==> config.mk <==
export PLATFORM = sky130hd
export DESIGN_NAME = irq_mask_ctrl
export DESIGN_NICKNAME = d
export VERILOG_FILES = /design/src/rtl/irq_mask_ctrl_pkg.sv /design/src/rtl/irq_rst_sync.sv /design/src/rtl/irq_cmd_bits.sv /design/src/rtl/irq_pending.sv /design/src/rtl/irq_mask_ctrl.sv
export SDC_FILE = /design/constraint.sdc
export NUM_CORES = 1
export LEC_CHECK = 0
export ABC_AREA = 1
export BUFFER_PORTS_ARGS = -buffer_cell sky130_fd_sc_hd__buf_4
export CAP_MARGIN = 0
export CORE_MARGIN = 3
export CORE_UTILIZATION = 48
export CTS_BUF_LIST = sky130_fd_sc_hd__clkbuf_8
export CTS_CLUSTER_SIZE = 16
export DETAILED_ROUTE_END_ITERATION = 10
export HOLD_SLACK_MARGIN = 0.05
export MAX_ROUTING_LAYER = met4
export PLACE_DENSITY = 0.95
export SLEW_MARGIN = 20
export SYNTH_ARGS = -nofsm -noshare
export SYNTH_HDL_FRONTEND = slang
export SYNTH_SLANG_ARGS = --single-unit
export TNS_END_PERCENT = 10
==> constraint.sdc <==
create_clock -name clk -period 2 [get_ports clk]
set_clock_uncertainty 0.15 [all_clocks]
set_input_delay 0.4 -clock clk [delete_from_list [all_inputs] [get_ports clk]]
set_output_delay 0.4 -clock clk [all_outputs]
set_load 0.01 [all_outputs]
==> src/rtl/irq_mask_ctrl_pkg.sv <==
package irq_mask_ctrl_pkg;
  localparam int NUM_SRC  = 6;
  localparam int NUM_MODE = 3;
  localparam int DP_SRC   = 5;

  typedef enum logic [1:0] {
    RA_PEND = 2'd0,
    RA_MASK = 2'd1,
    RA_MODE = 2'd2,
    RA_RSVD = 2'd3
  } reg_addr_e;
endpackage

==> src/rtl/irq_rst_sync.sv <==
module irq_rst_sync (
  input  logic clk,
  input  logic rst_n,
  output logic srst_n
);
  logic [1:0] stage_q;

  always_ff @(posedge clk or negedge rst_n) begin
    if (!rst_n) stage_q <= 2'b00;
    else        stage_q <= {stage_q[0], 1'b1};
  end

  assign srst_n = stage_q[1];
endmodule

==> src/rtl/irq_cmd_bits.sv <==
// A register whose bits change only through clear/set command pairs.
// Clears are applied before sets, so a set always wins.
module irq_cmd_bits #(
  parameter int NBITS = 6
) (
  input  logic               clk,
  input  logic               rst_n,
  input  logic               wr_en,
  input  logic [2*NBITS-1:0] cmd,
  output logic [NBITS-1:0]   q
);
  logic [NBITS-1:0] q_d;

  always_comb begin
    q_d = q;
    for (int k = 0; k < NBITS; k++) begin
      if (cmd[2*k])   q_d[k] = 1'b0;
      if (cmd[2*k+1]) q_d[k] = 1'b1;
    end
  end

  always_ff @(posedge clk or negedge rst_n) begin
    if (!rst_n)     q <= '0;
    else if (wr_en) q <= q_d;
  end
endmodule

==> src/rtl/irq_pending.sv <==
module irq_pending #(
  parameter int NSRC   = 6,
  parameter int ACK_IX = 5
) (
  input  logic            clk,
  input  logic            rst_n,
  input  logic [NSRC-1:0] set_i,
  input  logic [NSRC-1:0] clr_i,
  input  logic            ack_i,
  output logic [NSRC-1:0] q
);
  logic [NSRC-1:0] drop;
  logic [NSRC-1:0] q_d;
  logic            en;

  always_comb begin
    drop         = clr_i;
    drop[ACK_IX] = clr_i[ACK_IX] | ack_i;
    q_d          = (q & ~drop) | set_i;
    en           = (|set_i) | (|drop);
  end

  always_ff @(posedge clk or negedge rst_n) begin
    if (!rst_n)  q <= '0;
    else if (en) q <= q_d;
  end
endmodule

==> src/rtl/irq_mask_ctrl.sv <==
module irq_mask_ctrl
  import irq_mask_ctrl_pkg::*;
#(
  parameter int DATA_W = 32,
  parameter int CMD_W  = 2*NUM_SRC
) (
  input  logic               clk,
  input  logic               rst_n,
  input  logic               wr_en,
  input  logic [1:0]         addr,
  input  logic [CMD_W-1:0]   wdata,
  output logic [DATA_W-1:0]  rdata,
  input  logic [NUM_SRC-1:0] src_set,
  input  logic [NUM_SRC-1:0] src_clr,
  output logic               irq
);
  localparam int ACK_BIT = 2*NUM_MODE;

  logic                srst_n;
  logic                mask_we;
  logic                mode_we;
  logic                dp_ack;
  logic [NUM_SRC-1:0]  pend_q;
  logic [NUM_SRC-1:0]  mask_q;
  logic [NUM_MODE-1:0] mode_q;

  irq_rst_sync u_rst (
    .clk    (clk),
    .rst_n  (rst_n),
    .srst_n (srst_n)
  );

  always_comb begin
    mask_we = wr_en && (addr == RA_MASK);
    mode_we = wr_en && (addr == RA_MODE);
    dp_ack  = mode_we && wdata[ACK_BIT];
  end

  irq_cmd_bits #(.NBITS(NUM_SRC)) u_mask (
    .clk   (clk),
    .rst_n (srst_n),
    .wr_en (mask_we),
    .cmd   (wdata[2*NUM_SRC-1:0]),
    .q     (mask_q)
  );

  irq_cmd_bits #(.NBITS(NUM_MODE)) u_mode (
    .clk   (clk),
    .rst_n (srst_n),
    .wr_en (mode_we),
    .cmd   (wdata[2*NUM_MODE-1:0]),
    .q     (mode_q)
  );

  irq_pending #(.NSRC(NUM_SRC), .ACK_IX(DP_SRC)) u_pend (
    .clk   (clk),
    .rst_n (srst_n),
    .set_i (src_set),
    .clr_i (src_clr),
    .ack_i (dp_ack),
    .q     (pend_q)
  );

  always_comb begin
    rdata = '0;
    case (addr)
      RA_PEND: rdata[NUM_SRC-1:0]  = pend_q;
      RA_MASK: rdata[NUM_SRC-1:0]  = mask_q;
      RA_MODE: rdata[NUM_MODE-1:0] = mode_q;
      default: rdata = '0;
    endcase
  end

  assign irq = |(pend_q & mask_q);
endmodule

==> load_flow_metrics.sql, run 1 <==
INSERT INTO impl_metrics (metric_group, metric, value, unit) VALUES
('outcome', 'result_of_the_run', 'finished, final reports clean', ''),
('pwr', 'power.static_leakage', '0.730', 'nW'),
('drt', 'detailroute.via_count', '884', ''),
('finish', 'fin_nets', '198', ''),
('clock_network', 'numCtsBuffers', '3', ''),
('pwr', 'switchingPower', '0.263', 'mW'),
('floorplan', 'floorplan.die.width', '53.0', 'um'),
('global_routing', 'antenna_found_initial', '0', ''),
('pwr', 'report.power.total', '0.888', 'mW'),
('pwr', 'relative_contribution_of_combinational_cells_to_total_power', '0.240', ''),
('clock_network', 'hold_buffers', '1', ''),
('timing', 'final_min_period_over_clock_period', '0.843', ''),
('critical_path', 'critical_path.cell_chain', 'buf_4 > inv_4 > nand2_1 > o211ai_1 > buf_4', ''),
('clock_network', 'clkTransAtPathRegs', '60', 'ps'),
('placed_design', 'detailedPlacementHpwl', '1770', 'um'),
('timing', 'final.min_clock_period', '1690', 'ps'),
('critical_path', 'path_common_cell', 'buf_4', ''),
('floorplan', 'design.core.area', '2020', 'um2'),
('placed_design', 'detailed_place.area', '1230', 'um2'),
('global_routing', 'via_count_of_the_first_global_routing_pass', '800', ''),
('yosys', 'synth.lib_cells_used.distinct', '16', ''),
('finish', 'insertedDiodeCount', '0', ''),
('clock_network', 'cts_tree', 'done', ''),
('drt', 'postRouteAntennaNets', '0', ''),
('critical_path', 'critPathMaxFanout', '9', ''),
('drt', 'drt-vias-per-instance', '4.53', ''),
('clock_network', 'count_of_instances_resized_after_the_clock_tree_is_built', '0', ''),
('timing', 'max-slew-margin-rel', '0.601', ''),
('global_routing', 'track_usage', '0.168', ''),
('clock_network', 'worst_skew_pair.late_latency', '250', 'ps'),
('drt', 'first_iter_violations', '14', ''),
('finish', 'stdcell_area', '1280', 'um2'),
('pwr', 'seqPwrFrac', '0.481', ''),
('critical_path', 'critical_path.endpoint_type', 'primary output', ''),
('pwr', 'vdd_ir_drop_max', '0.000614', 'V'),
('timing', 'rsz0062_at_grt', 'false', ''),
('timing', 'final-max-slew-violation-count', '0', ''),
('clock_network', 'cts-htree-levels', '1', ''),
('hold_path', 'hold_class', 'register to asynchronous set/reset pin', ''),
('finish', 'drive_above_1_share', '0.244', ''),
('timing', 'worst-slew-pin-transition', '599', 'ps'),
('drt', 'routed_wirelength_normalized_by_instance_count', '11.0', 'um'),
('clock_network', 'cts_buffer_depth', '2', ''),
('yosys', 'ys_seq_elements', '17', ''),
('pwr', 'cellInternalPower', '0.625', 'mW'),
('placed_design', 'port-buffer-count', '35', ''),
('job', 'max-cap-violations', '0', ''),
('floorplan', 'die-height', '53.0', 'um'),
('critical_path', 'timing_worst_setup_path_type', 'input port to primary output', ''),
('drt', 'drt_drc_violations_left', '0', ''),
('clock_network', 'cts_post_setup_buffers_inserted', '0', ''),
('yosys', 'warnings_from_yosys', '0', ''),
('timing', 'timing_hold_violations_final', '0', ''),
('drt', 'dr.pass1.iters', '4', ''),
('floorplan', 'io_pins', '62', ''),
('critical_path', 'worst-endpoint-required', '1450', 'ps'),
('floorplan', 'dieArea', '2810', 'um2'),
('yosys', 'synthCells', '132', ''),
('clock_network', 'clk_root_buffer_cell', 'clkbuf_8', ''),
('critical_path', 'startpoint_type', 'input port', ''),
('yosys', 'post_synth.cell_area_avg', '8.04', 'um2'),
('clock_network', 'cts_sink_count', '17', ''),
('critical_path', 'cp.arrival', '1140', 'ps'),
('pwr', 'clock_power_share', '0.279', ''),
('timing', 'max_freq', '593', 'MHz'),
('global_routing', 'first_pass_grt_wire_length', '3390', 'um'),
('yosys', 'synth-seq-area-share', '0.401', ''),
('finish', 'area_growth_syn_to_layout', '20.8', '%'),
('pwr', 'power.share.switching', '0.296', ''),
('drt', 'routed_wirelength', '2150', 'um'),
('placed_design', 'gpl_congestion', '0.896', ''),
('critical_path', 'worst_path_max_delay_cell', 'o211ai_1', ''),
('global_routing', 'grt_start_max_net_pins', '16', ''),
('floorplan', 'start_util', '0.525', ''),
('timing', 'setup_tns', '0', 'ps'),
('yosys', 'syn-cell-area', '1060', 'um2'),
('critical_path', 'slowest_delay', '200', 'ps'),
('floorplan', 'fp-row-count', '16', ''),
('pwr', 'cellPowerDensity', '693', 'nW/um2'),
('global_routing', 'grt_overflow', '0', ''),
('timing', 'setup_violations', '0', '');
flip-flops by register name, indices dropped and copies added, names as in the netlist:
| register | cells |
|---|---|
| u_mode.q | 3 |
| u_pend.q | 6 |
| u_rst.stage_q | 2 |
| u_mask.q | 6 |
cell families (layout without fill, tap and decap cells):
kind of cell | count (synthesis) | count (layout) | synth area share
buffers and inverters | 43 | 54 | 0.264
DFF | 17 | 17 | 0.401
other | 2 | 27 | 0.00708
and+or+nand+nor | 55 | 55 | 0.238
AOI/OAI and AO/OA | 15 | 15 | 0.0896
synth_stat cells:
master,instances,share of area
a21oi_1,2,0.0094
o21bai_1,5,0.035
o21ai_1,2,0.0094
o211ai_1,3,0.021
buf_4,27,0.19
dfrtp_1,17,0.40
nor3_4,1,0.015
nand2_1,40,0.14
inv_4,1,0.0059
nand4_1,1,0.0059
nand3_1,12,0.057
o21ai_0,3,0.014
nor2_8,1,0.019
inv_1,13,0.046
conb_1,2,0.0071
buf_6,2,0.021
cell usage in the layout (no fill, tap or decap), drive strengths merged, types with 2 or more instances in the layout:
cell    instances
inv            15
dfrtp          17
buf            35
a21oi           2
nand3          12
conb           27
o211ai          3
clkbuf          3
nand2          40
o21ai           5
o21bai          5
routing by layer:
| layer | share of wire | GRT usage | vias to the layer above |
|---|---|---|---|
| met5 | 0 | - | - |
| met4 | 0.010 | 0.0638 | 0 |
| met3 | 0.099 | 0.0197 | 4 |
| met1 | 0.38 | 0.210 | 390 |
| li1 | - | - | 431 |
| met2 | 0.51 | 0.279 | 59 |
through the flow:
| stage | util | hold WS (ps) | setup WS [ps] | instances |
|---|---|---|---|---|
| final | 0.634 | 97.1 | 315 | 195 |
| after global routing | 0.634 | 161 | 240 | 195 |
| after CTS | 0.634 | 114 | 298 | 195 |
| after detailed placement | 0.606 | 33.0 | 292 | 190 |
| after global placement | 0.606 | 32.6 | 316 | 190 |
| after floorplan | - | -45.6 | 510 | 157 |
final cells by class:
class | count | area, um2
clock buffers | 3 | 41.3
clock inverters | 1 | 3.75
fillers | 178 | 741
inverters | 14 | 55.1
multi-input cells | 97 | 449
flip-flops and latches | 17 | 425
well taps | 27 | 33.8
repair buffers | 36 | 273
final timing paths:
kind                                            start                 endpoint  slack (ps)  cells after the start
setup / recovery                              addr[0]                 rdata[0]         310                      5
hold / removal             u_rst.stage_q[1]$_DFF_PN0_  u_mode.q[1]$_DFFE_PN0P_         100                      0
setup reg to reg              u_mode.q[2]$_DFFE_PN0P_  u_mode.q[2]$_DFFE_PN0P_        1210                      2
hold reg to reg            u_rst.stage_q[1]$_DFF_PN0_  u_mode.q[1]$_DFFE_PN0P_         100                      0
max in group asynchronous  u_rst.stage_q[1]$_DFF_PN0_  u_pend.q[4]$_DFFE_PN0P_        1220                      0
min in group clk                           src_clr[4]  u_pend.q[4]$_DFFE_PN0P_         170                      2
worst max-delay path: cells and delay by family:
| family | cells | cell delay (ps) |
|---|---|---|
| AOI/OAI and AO/OA | 1 | 200 |
| buffers and inverters | 3 | 390 |
| and+or+nand+nor | 1 | 150 |
power by group through the flow:
stage / sequential (mW) / clock, mW / combinational, mW
2_1_floorplan: 0.422 / 0 / 0.164
3_3_place_gp: 0.430 / 0 / 0.205
3_5_place_dp: 0.433 / 0 / 0.211
4_1_cts: 0.427 / 0.248 / 0.213
5_1_grt: 0.433 / 0.270 / 0.240
6_report: 0.427 / 0.248 / 0.213
Note: power is estimated with default switching activity, not from simulation.
==> run 2: changes to the inputs <==
--- a/config.mk
+++ b/config.mk
@@ -9,13 +9,13 @@
 export BUFFER_PORTS_ARGS = -buffer_cell sky130_fd_sc_hd__buf_4
 export CAP_MARGIN = 0
 export CORE_MARGIN = 3
-export CORE_UTILIZATION = 48
+export CORE_UTILIZATION = 45
 export CTS_BUF_LIST = sky130_fd_sc_hd__clkbuf_8
 export CTS_CLUSTER_SIZE = 16
 export DETAILED_ROUTE_END_ITERATION = 10
 export HOLD_SLACK_MARGIN = 0.05
 export MAX_ROUTING_LAYER = met4
-export PLACE_DENSITY = 0.95
+export PLACE_DENSITY = 0.91
 export SLEW_MARGIN = 20
 export SYNTH_ARGS = -nofsm -noshare
 export SYNTH_HDL_FRONTEND = slang
==> constraint.sdc (replaced) <==
create_clock -name clk -period 1.6 [get_ports clk]
set_clock_uncertainty 0.15 [all_clocks]
set_input_delay 0.32 -clock clk [delete_from_list [all_inputs] [get_ports clk]]
set_output_delay 0.32 -clock clk [all_outputs]
set_load 0.01 [all_outputs]
==> run 2 against run 1 <==
Against the previous run:
- global-route usage down 0.40 points
- die area up 5.9%
- sequential cell count unchanged
- first-iteration DRC count up 29%
- sequential power up 25%
- worst hold slack worse by 6.0 ps
- combinational power up 49%
- largest cell class unchanged
==> load_flow_metrics.sql, run 2 (synthesis results as in run 1) <==
INSERT INTO impl_metrics (metric_group, metric, value, unit) VALUES
('outcome', 'result_of_the_run', 'finished, final reports clean', ''),
('timing', 'timing_hold_violations_final', '0', ''),
('hold_path', 'worst_hold_path.num_cells', '2', ''),
('job', 'max-cap-violations', '0', ''),
('placed_design', 'detailedPlacementHpwl', '1830', 'um'),
('timing', 'setup_violations', '0', ''),
('critical_path', 'slowest_delay', '400', 'ps'),
('finish', 'final_common_cell', 'buf_4', ''),
('timing', 'worst-slew-pin-transition', '640', 'ps'),
('placed_design', 'detailed_place.area', '1230', 'um2'),
('timing', 'final.min_clock_period', '1590', 'ps'),
('drt', 'dr.pass1.iters', '4', ''),
('global_routing', 'grt_start_max_net_pins', '16', ''),
('placed_design', 'gpl_congestion', '0.875', ''),
('global_routing', 'first_pass_grt_wire_length', '3360', 'um'),
('drt', 'routed_wirelength', '2420', 'um'),
('critical_path', 'regToRegEndpoint', 'u_mask.q[2]$_DFFE_PN0P_', ''),
('finish', 'final.fill_count', '187', ''),
('critical_path', 'r2r_slack', '700', 'ps'),
('critical_path', 'critical_path.endpoint_type', 'primary output', ''),
('pwr', 'clock_power_share', '0.272', ''),
('clock_network', 'clk_root_buffer_cell', 'clkbuf_8', ''),
('timing', 'final_hold_slack', '91.1', 'ps'),
('pwr', 'vdd_ir_drop_max', '0.000725', 'V'),
('critical_path', 'critPathMaxFanout', '3', ''),
('critical_path', 'critical_path.cell_chain', 'nand2_1 > nand2_1 > a21oi_1 > nand2_1 > buf_6', ''),
('pwr', 'cellInternalPower', '0.816', 'mW'),
('floorplan', 'die-height', '54.6', 'um'),
('global_routing', 'grt_most_used_layer', 'met2', ''),
('finish', 'layout.cells.most_common_list', 'buf_4 (40), nand2_1 (39), conb_1 (27)', ''),
('finish', 'area_growth_syn_to_layout', '25.9', '%'),
('drt', 'postRouteAntennaNets', '0', ''),
('hold_path', 'hold_class', 'input port to register', ''),
('clock_network', 'cts_sink_count', '17', ''),
('drt', 'drt_drc_violations_left', '0', ''),
('hold_path', 'launch_point_of_the_worst_hold_path', 'src_clr[3]', ''),
('critical_path', 'worst-endpoint-required', '1130', 'ps'),
('drt', 'routed_wirelength_normalized_by_instance_count', '12.0', 'um'),
('finish', 'insertedDiodeCount', '0', ''),
('drt', 'detailroute.via_count', '951', ''),
('timing', 'setup_tns', '0', 'ps'),
('pwr', 'power.share.switching', '0.301', ''),
('finish', 'fin_nets', '204', ''),
('hold_path', 'timing.hold.worst_endpoint', 'u_pend.q[3]$_DFFE_PN0P_', ''),
('global_routing', 'grt_use_met1', '0.202', ''),
('critical_path', 'startpoint_type', 'register', ''),
('clock_network', 'cts-htree-levels', '1', ''),
('clock_network', 'cts_buffer_depth', '2', ''),
('pwr', 'seqPwrFrac', '0.456', ''),
('critical_path', 'cpLargestDelayFamily', 'flip-flops', ''),
('floorplan', 'floorplan.die.width', '54.6', 'um'),
('pwr', 'switchingPower', '0.351', 'mW'),
('global_routing', 'track_usage', '0.164', ''),
('finish', 'drive_above_1_share', '0.282', ''),
('critical_path', 'path_common_cell', 'nand2_1', ''),
('finish', 'stdcell_area', '1340', 'um2'),
('critical_path', 'worst_path_max_delay_cell', 'dfrtp_1', ''),
('critical_path', 'cp.arrival', '1120', 'ps'),
('timing', 'max-slew-margin-rel', '0.573', ''),
('finish', 'top_regs', 'u_mask.q: 6 flops, u_pend.q: 6 flops, u_mode.q: 3 flops', ''),
('drt', 'first_iter_violations', '18', ''),
('global_routing', 'antenna_found_initial', '0', ''),
('pwr', 'relative_contribution_of_combinational_cells_to_total_power', '0.272', ''),
('critical_path', 'timing_worst_setup_path_type', 'register to primary output', ''),
('placed_design', 'port-buffer-count', '35', ''),
('global_routing', 'grt_overflow', '0', ''),
('clock_network', 'cts_tree', 'done', ''),
('clock_network', 'worst_skew_pair.late_latency', '250', 'ps'),
('global_routing', 'gr-usage-met2', '0.265', ''),
('floorplan', 'design.core.area', '2100', 'um2'),
('drt', 'drt-vias-per-instance', '4.73', ''),
('timing', 'rsz0062_at_grt', 'true', ''),
('floorplan', 'dieArea', '2980', 'um2'),
('global_routing', 'via_count_of_the_first_global_routing_pass', '784', ''),
('timing', 'max_freq', '631', 'MHz'),
('clock_network', 'numCtsBuffers', '3', ''),
('timing', 'final_min_period_over_clock_period', '0.991', ''),
('pwr', 'power.static_leakage', '0.761', 'nW'),
('clock_network', 'clkTransAtPathRegs', '70', 'ps'),
('critical_path', 'number_of_buffer_and_inverter_instances_along_the_worst_setup_path', '1', ''),
('critical_path', 'ff2ff_path_depth', '3', ''),
('pwr', 'cellPowerDensity', '874', 'nW/um2'),
('floorplan', 'fp-row-count', '16', ''),
('floorplan', 'io_pins', '62', ''),
('finish', 'final_util', '0.636', ''),
('timing', 'final-max-slew-violation-count', '0', ''),
('floorplan', 'start_util', '0.505', ''),
('global_routing', 'groute.layer.met3.usage', '0.0245', ''),
('critical_path', 'worst_r2r_start', 'u_mask.q[2]$_DFFE_PN0P_', '');
-- run 2: cell count changes in the layout (fill, tap and decap cells not counted) --
cell	before	now
nand2_1	40	39
a21oi_1	2	1
buf_4	35	40
a21oi_2	0	1
buf_6	0	1
nand2_2	0	1
-- run 2: metrics by stage --
step	power, mW	worst slack, ps	instances
after global routing	1.23	-39.6	201
after floorplan	0.732	270	157
after detailed placement	0.805	51.6	190
after global placement	0.796	60.1	190
final	1.17	14.5	201
after CTS	1.13	0.592	198
-- run 2: final cells by class --
cell class                 instances  area, um2  area share
multi-input combinational         97        455       0.341
sequential                        17        425       0.318
timing repair buffer              42        322       0.241
inverter                          14       55.1      0.0412
clock buffer                       3       41.3      0.0309
tap                               27       33.8      0.0253
clock inverter                     1       3.75     0.00281
-- run 2: repair_timing --
| action | 4_1_cts | 5_1_grt |
|---|---|---|
| hold buffers | 1 | 0 |
| hold endpoints to repair | 2 | 0 |
| buffers inserted | 3 | 3 |
| gates resized for setup | 0 | 3 |
| pin swaps | 0 | 2 |
| endpoints found under the setup margin | 1 | 2 |
| gates cloned | 0 | 0 |
-- run 2: how the worst max path moves through the flow --
stage | start | end | cells past startpoint
after floorplan | addr[1] | rdata[0] | 4
after global placement | addr[0] | rdata[0] | 5
after detailed placement | addr[0] | rdata[0] | 5
after CTS | u_mask.q[5]$_DFFE_PN0P_ | irq | 5
after global routing | u_mask.q[2]$_DFFE_PN0P_ | irq | 5
final | u_mask.q[2]$_DFFE_PN0P_ | irq | 5
-- run 2: metal layers --
| layer | vias to the layer above | share of wire |
|---|---|---|
| met4 | 0 | 0.013 |
| met3 | 6 | 0.082 |
| met2 | 62 | 0.52 |
| met1 | 440 | 0.38 |
| li1 | 443 | - |
| met5 | - | 0 |
-- run 2: power by group through the flow --
stage | clock network (mW) | registers, mW | logic (mW)
finish | 0.317 | 0.533 | 0.318
floorplan | 0 | 0.527 | 0.206
global placement | 0 | 0.538 | 0.257
detailed placement | 0 | 0.542 | 0.263
global route | 0.335 | 0.541 | 0.352
CTS | 0.315 | 0.531 | 0.287
-- run 2: worst register-to-register path, stage by stage (launching register included) --
cell and delay, ps:
dfrtp_1 400, buf_4 140, nand2_1 50, nand2_1 50
